[src/rtl/dpll_pkg.sv]
package dpll_pkg;
  localparam int ENTRIES  = 16;
  localparam int ROM_IDX_W = $clog2(ENTRIES);
  localparam int KHZ_W    = 20;
  localparam int WORD_W   = 32;

  typedef struct packed {
    logic [KHZ_W-1:0]  khz;
    logic [WORD_W-1:0] word;
  } dpll_entry_t;

  // Supported dot clocks, ascending in kHz, with raw configuration words.
  function automatic dpll_entry_t dpll_entry(input logic [ROM_IDX_W-1:0] i);
    dpll_entry_t e;
    case (i)
      4'd0:    e = '{khz: 20'd25175,  word: 32'h0000_215D};
      4'd1:    e = '{khz: 20'd27000,  word: 32'h0000_1087};
      4'd2:    e = '{khz: 20'd31500,  word: 32'h0000_3147};
      4'd3:    e = '{khz: 20'd36000,  word: 32'h0000_0057};
      4'd4:    e = '{khz: 20'd40000,  word: 32'h0000_0045};
      4'd5:    e = '{khz: 20'd49500,  word: 32'h0000_3207};
      4'd6:    e = '{khz: 20'd50000,  word: 32'h0000_2187};
      4'd7:    e = '{khz: 20'd56250,  word: 32'h0000_4286};
      4'd8:    e = '{khz: 20'd65000,  word: 32'h0000_4214};
      4'd9:    e = '{khz: 20'd74250,  word: 32'h0000_31E4};
      4'd10:   e = '{khz: 20'd78750,  word: 32'h0000_4284};
      4'd11:   e = '{khz: 20'd94500,  word: 32'h0000_6363};
      4'd12:   e = '{khz: 20'd108000, word: 32'h0000_1081};
      4'd13:   e = '{khz: 20'd135000, word: 32'h0000_41B1};
      4'd14:   e = '{khz: 20'd157500, word: 32'h0000_62D1};
      default: e = '{khz: 20'd162000, word: 32'h8009_A0C1};
    endcase
    return e;
  endfunction
endpackage

[src/rtl/dpll_rom.sv]
module dpll_rom
  import dpll_pkg::*;
(
  input  logic [ROM_IDX_W-1:0] idx,
  output logic [KHZ_W-1:0]     khz,
  output logic [WORD_W-1:0]    word
);
  dpll_entry_t ent;

  always_comb begin
    ent  = dpll_entry(idx);
    khz  = ent.khz;
    word = ent.word;
  end
endmodule

[src/rtl/dpll_scan.sv]
module dpll_scan
  import dpll_pkg::*;
(
  input  logic              clk,
  input  logic              rst_n,
  input  logic              start,
  input  logic [KHZ_W-1:0]  target_khz,
  output logic              scan_done,
  output logic [WORD_W-1:0] best_word
);
  localparam logic [ROM_IDX_W-1:0] LAST_IDX = ROM_IDX_W'(ENTRIES - 1);

  logic                 active;
  logic [ROM_IDX_W-1:0] idx;
  logic [KHZ_W-1:0]     ent_khz;
  logic [WORD_W-1:0]    ent_word;
  logic [KHZ_W-1:0]     diff;
  logic [KHZ_W-1:0]     min_diff;

  dpll_rom u_rom (
    .idx  (idx),
    .khz  (ent_khz),
    .word (ent_word)
  );

  always_comb begin
    if (ent_khz >= target_khz) diff = ent_khz - target_khz;
    else                       diff = target_khz - ent_khz;
  end

  always_ff @(posedge clk) begin
    if (!rst_n) begin
      active    <= 1'b0;
      idx       <= '0;
      min_diff  <= '0;
      best_word <= '0;
      scan_done <= 1'b0;
    end else begin
      scan_done <= 1'b0;
      if (start) begin
        active <= 1'b1;
        idx    <= '0;
      end else if (active) begin
        // first entry always seeds; later ones must be strictly closer
        if (idx == '0 || diff < min_diff) begin
          min_diff  <= diff;
          best_word <= ent_word;
        end
        if (idx == LAST_IDX) begin
          active    <= 1'b0;
          scan_done <= 1'b1;
        end else begin
          idx <= idx + 1'b1;
        end
      end
    end
  end
endmodule

[src/rtl/dpll_counter.sv]
module dpll_counter #(
  parameter int CNT_W = 14
) (
  input  logic             clk,
  input  logic             rst_n,
  input  logic             clr,
  input  logic             en,
  output logic [CNT_W-1:0] cnt
);
  always_ff @(posedge clk) begin
    if (!rst_n)   cnt <= '0;
    else if (clr) cnt <= '0;
    else if (en)  cnt <= cnt + 1'b1;
  end
endmodule

[src/rtl/dotclk_pll_seq.sv]
module dotclk_pll_seq
  import dpll_pkg::*;
#(
  parameter int               FREQ_W     = KHZ_W,
  parameter int               CFG_W      = WORD_W,
  parameter int               CLK_MHZ    = 125,
  parameter int               WAIT_US    = 100,
  parameter int               POLL_LIMIT = 1000,
  parameter logic [CFG_W-1:0] CFG_MASK   = 32'h0001_7FFF
) (
  input  logic              clk,
  input  logic              rst_n,
  input  logic              req_valid,
  output logic              req_ready,
  input  logic [FREQ_W-1:0] req_khz,
  input  logic              pll_lock,
  output logic [CFG_W-1:0]  pll_cfg,
  output logic              pll_rst,
  output logic              pll_bypass,
  output logic              pll_halfpix,
  output logic              busy,
  output logic              done,
  output logic              timeout
);
  localparam int WAIT_CYC = CLK_MHZ * WAIT_US;
  localparam int CNT_MAX  = (WAIT_CYC > POLL_LIMIT) ? WAIT_CYC : POLL_LIMIT;
  localparam int CNT_W    = $clog2(CNT_MAX + 1);
  localparam logic [CNT_W-1:0] WAIT_LAST = CNT_W'(WAIT_CYC - 1);
  localparam logic [CNT_W-1:0] POLL_LAST = CNT_W'(POLL_LIMIT - 1);

  typedef enum logic [1:0] {ST_IDLE, ST_SCAN, ST_WAIT, ST_POLL} seq_state_t;

  seq_state_t        state;
  logic [KHZ_W-1:0]  target_q;
  logic              accept;
  logic              scan_done;
  logic [WORD_W-1:0] best_word;
  logic [CFG_W-1:0]  sel_word;
  logic              cnt_clr;
  logic              cnt_en;
  logic [CNT_W-1:0]  cnt;
  logic              wait_end;
  logic              poll_end;

  assign req_ready = (state == ST_IDLE);
  assign busy      = !req_ready;
  assign accept    = req_valid && req_ready;
  assign sel_word  = CFG_W'(best_word) & CFG_MASK;
  assign wait_end  = (state == ST_WAIT) && (cnt == WAIT_LAST);
  assign poll_end  = (state == ST_POLL) && (pll_lock || cnt == POLL_LAST);
  assign cnt_clr   = (state == ST_SCAN) || wait_end;
  assign cnt_en    = (state == ST_WAIT) || (state == ST_POLL);

  dpll_scan u_scan (
    .clk        (clk),
    .rst_n      (rst_n),
    .start      (accept),
    .target_khz (target_q),
    .scan_done  (scan_done),
    .best_word  (best_word)
  );

  dpll_counter #(.CNT_W(CNT_W)) u_cnt (
    .clk   (clk),
    .rst_n (rst_n),
    .clr   (cnt_clr),
    .en    (cnt_en),
    .cnt   (cnt)
  );

  always_ff @(posedge clk) begin
    if (!rst_n) begin
      state       <= ST_IDLE;
      target_q    <= '0;
      pll_cfg     <= '0;
      pll_rst     <= 1'b0;
      pll_bypass  <= 1'b1;
      pll_halfpix <= 1'b1;
      done        <= 1'b0;
      timeout     <= 1'b0;
    end else begin
      done <= 1'b0;
      case (state)
        ST_IDLE: begin
          if (accept) begin
            target_q <= KHZ_W'(req_khz);
            timeout  <= 1'b0;
            state    <= ST_SCAN;
          end
        end
        ST_SCAN: begin
          if (scan_done) begin
            if (pll_lock && pll_cfg == sel_word) begin
              done  <= 1'b1;
              state <= ST_IDLE;
            end else begin
              pll_cfg     <= sel_word;
              pll_rst     <= 1'b1;
              pll_bypass  <= 1'b0;
              pll_halfpix <= 1'b0;
              state       <= ST_WAIT;
            end
          end
        end
        ST_WAIT: begin
          if (wait_end) state <= ST_POLL;
        end
        ST_POLL: begin
          if (poll_end) begin
            pll_rst <= 1'b0;
            done    <= 1'b1;
            timeout <= !pll_lock;
            state   <= ST_IDLE;
          end
        end
        default: state <= ST_IDLE;
      endcase
    end
  end
endmodule

[config.mk]
export PLATFORM = sky130hd
export DESIGN_NAME = dotclk_pll_seq
export DESIGN_NICKNAME = d
export VERILOG_FILES = /design/src/rtl/dpll_pkg.sv /design/src/rtl/dpll_rom.sv /design/src/rtl/dpll_scan.sv /design/src/rtl/dpll_counter.sv /design/src/rtl/dotclk_pll_seq.sv
export SDC_FILE = /design/constraint.sdc
export NUM_CORES = 1
export LEC_CHECK = 0
export BUFFER_PORTS_ARGS = -buffer_cell sky130_fd_sc_hd__buf_2
export CAP_MARGIN = 10
export CORE_UTILIZATION = 40
export CTS_BUF_LIST = sky130_fd_sc_hd__clkbuf_4
export CTS_CLUSTER_DIAMETER = 80
export CTS_CLUSTER_SIZE = 24
export DETAILED_ROUTE_END_ITERATION = 10
export SYNTH_ARGS = -nofsm -noshare
export SYNTH_HDL_FRONTEND = slang
export SYNTH_HIERARCHICAL = 1
export SYNTH_SLANG_ARGS = --single-unit
[constraint.sdc]
create_clock -name clk -period 12.45 [get_ports clk]
set_input_delay 2.49 -clock clk [delete_from_list [all_inputs] [get_ports clk]]
set_output_delay 2.49 -clock clk [all_outputs]
set_load 0.02 [all_outputs]
# --- Word level (Yosys, flattened, before mapping) ---
# Memory sizes are Yosys's and may differ from the RTL's. A register that Yosys moved wholly into a read port is not among the register bits.
# Cells that the tools add are included.
totals:
  register_bits: 99
  rom_bits: 560
  output_inout_bits: 39
  elab_cells: 85
  memories: 1
op_classes:
  n_addsub: 4
  n_lt_le_gt_ge: 2
  n_eq_ne: 12
  n_mux: 24
  bitwise_logic: 5
  n_reduce_logical: 24
mem_list:
  columns: ["memory", "words", "word_bits", "read_ports", "rd_clocked_by_memory_dff", "write_ports", "line", "text"]
  rows:
  - ["(no name shown)", 16, 35, 1, 1, 0, "dpll_pkg.sv:15", "case (i)"]
op_table:
  columns: ["operator", "count"]
  rows:
  - ["$sub 20x20->20", 2]
  - ["$ge 20x20->1", 1]
  - ["$lt 20x20->1", 1]
  - ["$mux 20", 1]
  - ["$eq 16x16->1", 1]
  - ["$add 14x1->14 const B", 1]
  - ["$eq 14x10->1 const B", 1]
  - ["$eq 14x14->1 const B", 1]
  - ["$mux 1", 12]
  - ["$mux 2", 5]
  - ["$reduce_and 3->1", 3]
  - ["$mux 4", 2]
  - ["$pmux 2 s4", 1]
  - ["$reduce_and 4->1", 2]
  - ["$ne 2x2->1 const B", 3]
  - ["$pmux 1 s2", 3]
  - ["$not 1->1", 5]
  - ["$add 4x1->4 const B", 1]
  - ["$eq 2x2->1 const B", 2]
  - ["$eq 4x4->1 const B", 1]
  - ["$logic_and 1x1->1", 4]
  - ["$logic_not 4->1", 1]
  - ["$logic_or 1x1->1", 4]
  - ["$ne 2x1->1 const B", 2]
  - ["other kinds (7)", 11]

# --- Longest topological paths before layout ---
# Gate-level depths: netlist (run 1).
depth:
  ltp_word: 5
  depth_mapped: 27
  mapped_depth_nobuf: 21

# --- Cells and area by module ---
# Netlist (run 1), hierarchy kept.
by_module_without_submodules:
  columns: ["mod", "instances", "cells_per_inst", "area_each_um2"]
  rows:
  - ["dpll_scan", 1, 618, 4759.6]
  - ["dotclk_pll_seq", 1, 290, 2321.0]
  - ["dpll_rom", 1, 129, 835.8]
  - ["dpll_counter", 1, 73, 659.4]

# --- Least setup slack after synthesis (run 1) ---
# No wires, ideal clock.
synth_timing:
  path_type: "register to register"
  from: "reg u_scan.idx[0]"
  to: "reg u_scan.min_diff[13]"
  setup_time_ns: 0.129
  t_arrival_ns: 5.183
  required_ns: 12.321
  path_slack_ns: 7.137
  path_stages_with_launch: 24
  synth_period_minus_slack_ns: 5.313
  cell_sequence: "dfxtp_1 -> inv_1 -> ha_1 -> or2_1 -> and3_1 -> a31o_1 -> ha_1 -> buf_2 -> nand4_2 -> nor2_1 -> a221oi_2 -> o211a_1 -> buf_6 -> a2111oi_0 -> a31o_2 -> xnor2_1 -> ha_1 -> a2111oi_0 -> o21ai_0 -> a31oi_1 -> nand3_1 -> buf_2 -> nor4b_1 -> a211oi_1"
synth_via:
  elab_chain_cells: 3
synth_rtl:
  columns: ["element", "line", "text"]
  rows:
  - ["start: declaration", "dpll_scan.sv:14", "logic [ROM_IDX_W-1:0] idx;"]
  - ["start signal: assignment", "dpll_scan.sv:53", "idx <= idx + 1'b1;"]
  - ["$logic_not 4->1", "dpll_scan.sv:45", "if (idx == '0 || diff < min_diff) begin"]
  - ["$logic_or 1x1->1", "dpll_scan.sv:45", null]
  - ["$reduce_and 3->1 (no line)", null, null]
  - ["end signal: assignment", "dpll_scan.sv:46", "min_diff <= diff;"]
  - ["end: declaration", "dpll_scan.sv:18", "logic [KHZ_W-1:0] min_diff;"]
# No other way between the ends.
# A chain may end at the register's enable or synchronous reset.

# --- Worst setup path in the final report (run 1) ---
layout_timing:
  from: "reg u_scan.idx[1]"
  to: "reg u_scan.min_diff[10]"
# The elaborated chain is that of the path after synthesis.

==> impl_metrics.tcl, run 1 <==
set metrics [dict create \
    powerDensity_mw_per_mm2 97.3 \
    rsz0062_at_grt "false" \
    cp_top_family "compound AO/OA/AOI/OAI gates" \
    slowest_delay_ns 0.73 \
    final_antenna_net_count 0 \
    die_area_mm2 0.0204 \
    ys_warn_count 6 \
    vias_per_cell 5.51 \
    clock_sinks 98 \
    worstMarginPinSlew_ns 0.879 \
    fin_setup_tns_ns 0 \
    gp_congestion 0.897 \
    avgSynthCellArea_um2 7.71 \
    final.min_clock_period_ns 7.10 \
    hold_class "flip-flop to flip-flop" \
    grtUsageTotal_pct 20.0 \
    detail_route.first_pass.iterations 5 \
    worst_setup_path_start_kind "flip-flop" \
    final_max_slew_viol_count 0 \
    clk_pin_slew_ns 0.15 \
    maxCapViolCount 0 \
    crit_arrival_ns 7.50 \
    tritoncts "built" \
    crit_top_cell "ha_1" \
    drc 0 \
    clk_latency_ns 0.49 \
    fin_nets 1113 \
    io_buffers 46 \
    crit_type "flip-flop to flip-flop" \
    clock-root-buffer "clkbuf_4" \
    cts_buffers 9 \
    wl_per_cell_um 15.8 \
    crit_slowest_cell "a2111oi_0" \
    gr-total-overflow 0 \
    vdd_ir_drop_max_v 0.0000602 \
    dr_total_vias 7099 \
    ctsResizeCount 0 \
    drive_gt1_share_pct 9.28 \
    critPathBufInv 2 \
    crit_chain "inv_1 > ha_1 > or2_1 > and3_1 > a31o_1 > ha_1 > nand4_2 > nor3_1 > o31ai_1 > o211a_1 > a2111oi_0 > a31o_2 > xnor2_1 > ha_1 > nand4_1 > nor4b_1 > o211ai_1 > nand3_1 > buf_4 > nor4_1 > a2111oi_2" \
    dp_hpwl_mm 15.2 \
    power_w 0.000799 \
    crit_fanout 36 \
    p_leak_nw 3.32 \
    synth_area_mm2 0.00793 \
    die_h_um 143 \
    grt_pass1_wl_mm 31.7 \
    relSlewSlack_pct 41.4 \
    cts_hold_buf 0 \
    final_core_util_pct 42.2 \
    antenna_cells 0 \
    max-clock-path-buffers 2 \
    die-width_um 143 \
    cts_setup_buffers 0 \
    start_util_pct 40.7 \
    hold_violations 0 \
    fmax_ghz 0.141 \
    status "finished, final reports clean" \
    boundaryPins 63 \
    htree_levels 3 \
    coreArea_mm2 0.0195 \
    syn2layout_area_growth_pct 3.57 \
    antenna_found_initial 0 \
    worstPathRequired_ns 12.84 \
    first_global_vias 6016 \
    grt_max_degree 88 \
    core.rowCount 51 \
    dr.first_iter.drc_count 570 \
    totalWireLength_mm 20.4 \
    finalCritPeriodShare_pct 57.1 \
    fin_skew_ns 0.0207 \
    syn-instance-count 1028 \
    setup_violations 0 \
    endpoint_kind "flip-flop" \
]
through the flow:
stage / hold slack [ns] / std cells / setup WS (ns) / cell area, um2
3_3_place_gp: 0.436 / 1273 / 5.79 / 8060
4_1_cts: 0.462 / 1289 / 5.52 / 8210
2_1_floorplan: 0.436 / 1046 / 7.16 / 8000
6_report: 0.459 / 1289 / 5.35 / 8210
5_1_grt: 0.485 / 1289 / 4.80 / 8210
3_5_place_dp: 0.443 / 1273 / 5.56 / 8060
metal layers:
layer | vias to the layer above | global-route usage, % | part of all wire [%]
li1 | 3589 | - | -
met1 | 3280 | 27.9 | 49
met2 | 199 | 30.7 | 44
met3 | 31 | 4.02 | 4.7
met4 | 0 | 6.40 | 2.2
met5 | - | 0 | 0
final timing paths:
check / start / depth (start not counted) / to / slack, ns
max: u_scan/idx[1] / 21 / u_scan/min_diff[10] / 5.35
min: pll_rst / 2 / pll_rst / 0.46
max reg2reg: u_scan/idx[1] / 21 / u_scan/min_diff[10] / 5.35
min reg2reg: pll_rst / 2 / pll_rst / 0.46
worst min-delay path: cells and delay by family (launching register included):
family / cells / cell delay [ns]
AO/OA/AOI/OAI: 1 / 0.05
AND/OR/NAND/NOR: 1 / 0.05
flip-flops: 1 / 0.34
cell usage in the layout (no fill, tap or decap), drive strengths merged, types with 6 or more instances in the layout:
| cell | instances |
|---|---|
| inv | 89 |
| xor2 | 7 |
| buf | 54 |
| dfxtp | 98 |
| o21ai | 35 |
| o21a | 16 |
| nor4 | 6 |
| mux2i | 19 |
| nor3 | 14 |
| a21o | 22 |
| nand2b | 18 |
| nand2 | 132 |
| o211ai | 7 |
| nand3 | 18 |
| clkbuf | 9 |
| and3 | 10 |
| xnor2 | 32 |
| o2111ai | 18 |
| a31oi | 9 |
| nor2 | 51 |
| a221oi | 10 |
| nand4 | 51 |
| conb | 20 |
| nor2b | 6 |
| a211oi | 13 |
| nand4b | 17 |
| ha | 68 |
| o211a | 6 |
| a21oi | 88 |
| and2 | 7 |
| o31ai | 9 |
sequential cells by signal, summed over array words and instances, names as in the netlist, 4 cells and up, named ones only:
name and flops:
u_scan/idx 4, u_scan/min_diff 20, pll_cfg 16, u_cnt/cnt 14, target_q 20, u_scan/best_word 16
layout make-up:
cell class,instances,area (um2)
fillers,2029,11200
multi-input cells,769,5140
flip-flops and latches,98,1960
well taps,265,332
inverters,87,327
repair buffers,54,290
clock inverters,7,90.1
clock buffers,9,67.6
power by group:
group | internal [W] | switching [W]
clock | 0.0000813 | 0.000112
combinational | 0.000103 | 0.000163
sequential | 0.000328 | 0.0000114
total | 0.000512 | 0.000287
Note: power is estimated with default switching activity, not from simulation.
==> run 2: changes to the inputs <==
==> constraint.sdc (replaced) <==
create_clock -name clk -period 7.2 [get_ports clk]
set_input_delay 1.44 -clock clk [delete_from_list [all_inputs] [get_ports clk]]
set_output_delay 1.44 -clock clk [all_outputs]
set_load 0.02 [all_outputs]
==> impl_metrics.tcl, run 2 (synthesis results as in run 1) <==
set metrics [dict create \
    finalCritPeriodShare_pct 90.3 \
    hold_violations 0 \
    hp-start "pll_rst" \
    vdd_ir_drop_max_v 0.0000915 \
    gp_congestion 0.939 \
    seq_area_mm2 0.00196 \
    core.rowCount 51 \
    detail_route.first_pass.iterations 5 \
    powerDensity_mw_per_mm2 172 \
    gr-total-overflow 0 \
    io_buffers 46 \
    fill_cells 2037 \
    status "finished, final reports clean" \
    fin_skew_ns 0.0233 \
    maxCapViolCount 0 \
    hold_depth 2 \
    boundaryPins 63 \
    reg2reg_to "u_scan/min_diff[10]" \
    worstMarginPinSlew_ns 0.913 \
    dp_hpwl_mm 14.6 \
    rsz0062_at_grt "false" \
    fin_nets 1114 \
    start_util_pct 40.7 \
    endpoint_kind "flip-flop" \
    wl_per_cell_um 15.4 \
    multiInputGateArea_mm2 0.00514 \
    clk_latency_ns 0.49 \
    ctsResizeCount 0 \
    vias_per_cell 5.53 \
    max-clock-path-buffers 2 \
    die-width_um 143 \
    fin_setup_tns_ns 0 \
    cts_buffers 9 \
    power_w 0.00143 \
    crit_type "flip-flop to flip-flop" \
    pre_cts_ws_ns 0.847 \
    r2r-start "u_scan/idx[0]" \
    worst_setup_path_start_kind "flip-flop" \
    final_antenna_net_count 0 \
    antenna_found_initial 1 \
    stdcell_area_mm2 0.00827 \
    totalWireLength_mm 19.8 \
    dr.first_iter.drc_count 515 \
    grt_max_degree 59 \
    relSlewSlack_pct 39.0 \
    reg2reg_slack_ns 0.70 \
    hold_class "flip-flop to flip-flop" \
    grt_pass1_wl_mm 32.0 \
    final_common_cell "nand2_1" \
    final.min_clock_period_ns 6.50 \
    final_max_slew_viol_count 0 \
    clk_pin_slew_ns 0.16 \
    grtUsageTotal_pct 19.9 \
    cts_setup_buffers 0 \
    drive_gt1_share_pct 9.56 \
    die_area_mm2 0.0204 \
    fmax_ghz 0.154 \
    final_cell_mix "nand2_1, dfxtp_1, a21oi_1" \
    setup_ws_ns 0.696 \
    setup_violations 0 \
    htree_levels 3 \
    dpl_cell_area_mm2 0.00808 \
    tritoncts "built" \
    crit_fanout 36 \
    top_regs "target_q x20, u_scan/min_diff x20" \
    die_h_um 143 \
    syn2layout_area_growth_pct 4.29 \
    clock-root-buffer "clkbuf_4" \
    p_leak_nw 3.35 \
    dr_total_vias 7145 \
    hold_end "pll_rst" \
    first_global_vias 6344 \
    worstPathRequired_ns 7.60 \
    drc 0 \
    crit_arrival_ns 6.90 \
    coreArea_mm2 0.0195 \
    ff2ff_path_depth 22 \
    cts_hold_buf 0 \
    clock_sinks 98 \
]
## run 2: metal layers
metal  wire [um]  track usage, %  up-vias
met5           0               0        -
met4         381            5.83        0
met3        1170            5.16       25
met2        8570            30.2      191
met1        9720            27.4     3334
li1            -               -     3595
## run 2: layout make-up
class	instances	share of cell area [%]
repair buffers	55	3.75
clock inverters	5	1.30
diodes	2	0.0605
multi-input cells	769	62.2
clock buffers	11	0.998
inverters	87	3.95
flip-flops and latches	98	23.7
well taps	265	4.01
## run 2: metrics by stage
step	hold slack, ns	utilization [%]	instances
final	0.460	42.5	1292
after global routing	0.497	42.5	1292
after CTS	0.467	42.5	1290
after detailed placement	0.447	41.5	1274
after global placement	0.437	41.5	1274
after floorplan	0.436	-	1046
## run 2: critical path, stage by stage, from the launching register on
cell	delay (ns)
dfxtp_1	0.69
inv_1	0.18
ha_1	0.40
or2_1	0.30
nand3_1	0.11
o31ai_1	0.11
ha_1	0.42
a21oi_2	0.21
a21oi_1	0.14
o31ai_1	0.43
o211a_1	0.51
buf_4	0.27
mux2i_1	0.28
nor3_1	0.10
xnor2_1	0.15
ha_1	0.30
nand4_1	0.09
nor4b_1	0.41
o211ai_1	0.28
nand3_1	0.41
buf_12	0.25
nor4_1	0.08
a2111oi_2	0.27
## run 2: how the worst max path moves through the flow
stage                             start                   to  cells after the start
after detailed placement  u_scan/idx[0]  u_scan/min_diff[10]                     22
after global placement    u_scan/idx[0]  u_scan/min_diff[10]                     22
after global routing      u_scan/idx[0]  u_scan/min_diff[10]                     22
after floorplan           u_scan/idx[0]  u_scan/min_diff[13]                     23
after CTS                 u_scan/idx[0]  u_scan/min_diff[10]                     22
final                     u_scan/idx[0]  u_scan/min_diff[10]                     22
## run 2: report_power, final
| group | switching (W) | leakage [nW] | total [W] | internal, W |
|---|---|---|---|---|
| Combinational | 0.000274 | 2.45 | 0.000453 | 0.000179 |
| Clock | 0.000200 | 0.102 | 0.000386 | 0.000186 |
| Sequential | 0.0000193 | 0.797 | 0.000586 | 0.000567 |
| Total | 0.000494 | 3.35 | 0.00143 | 0.000932 |
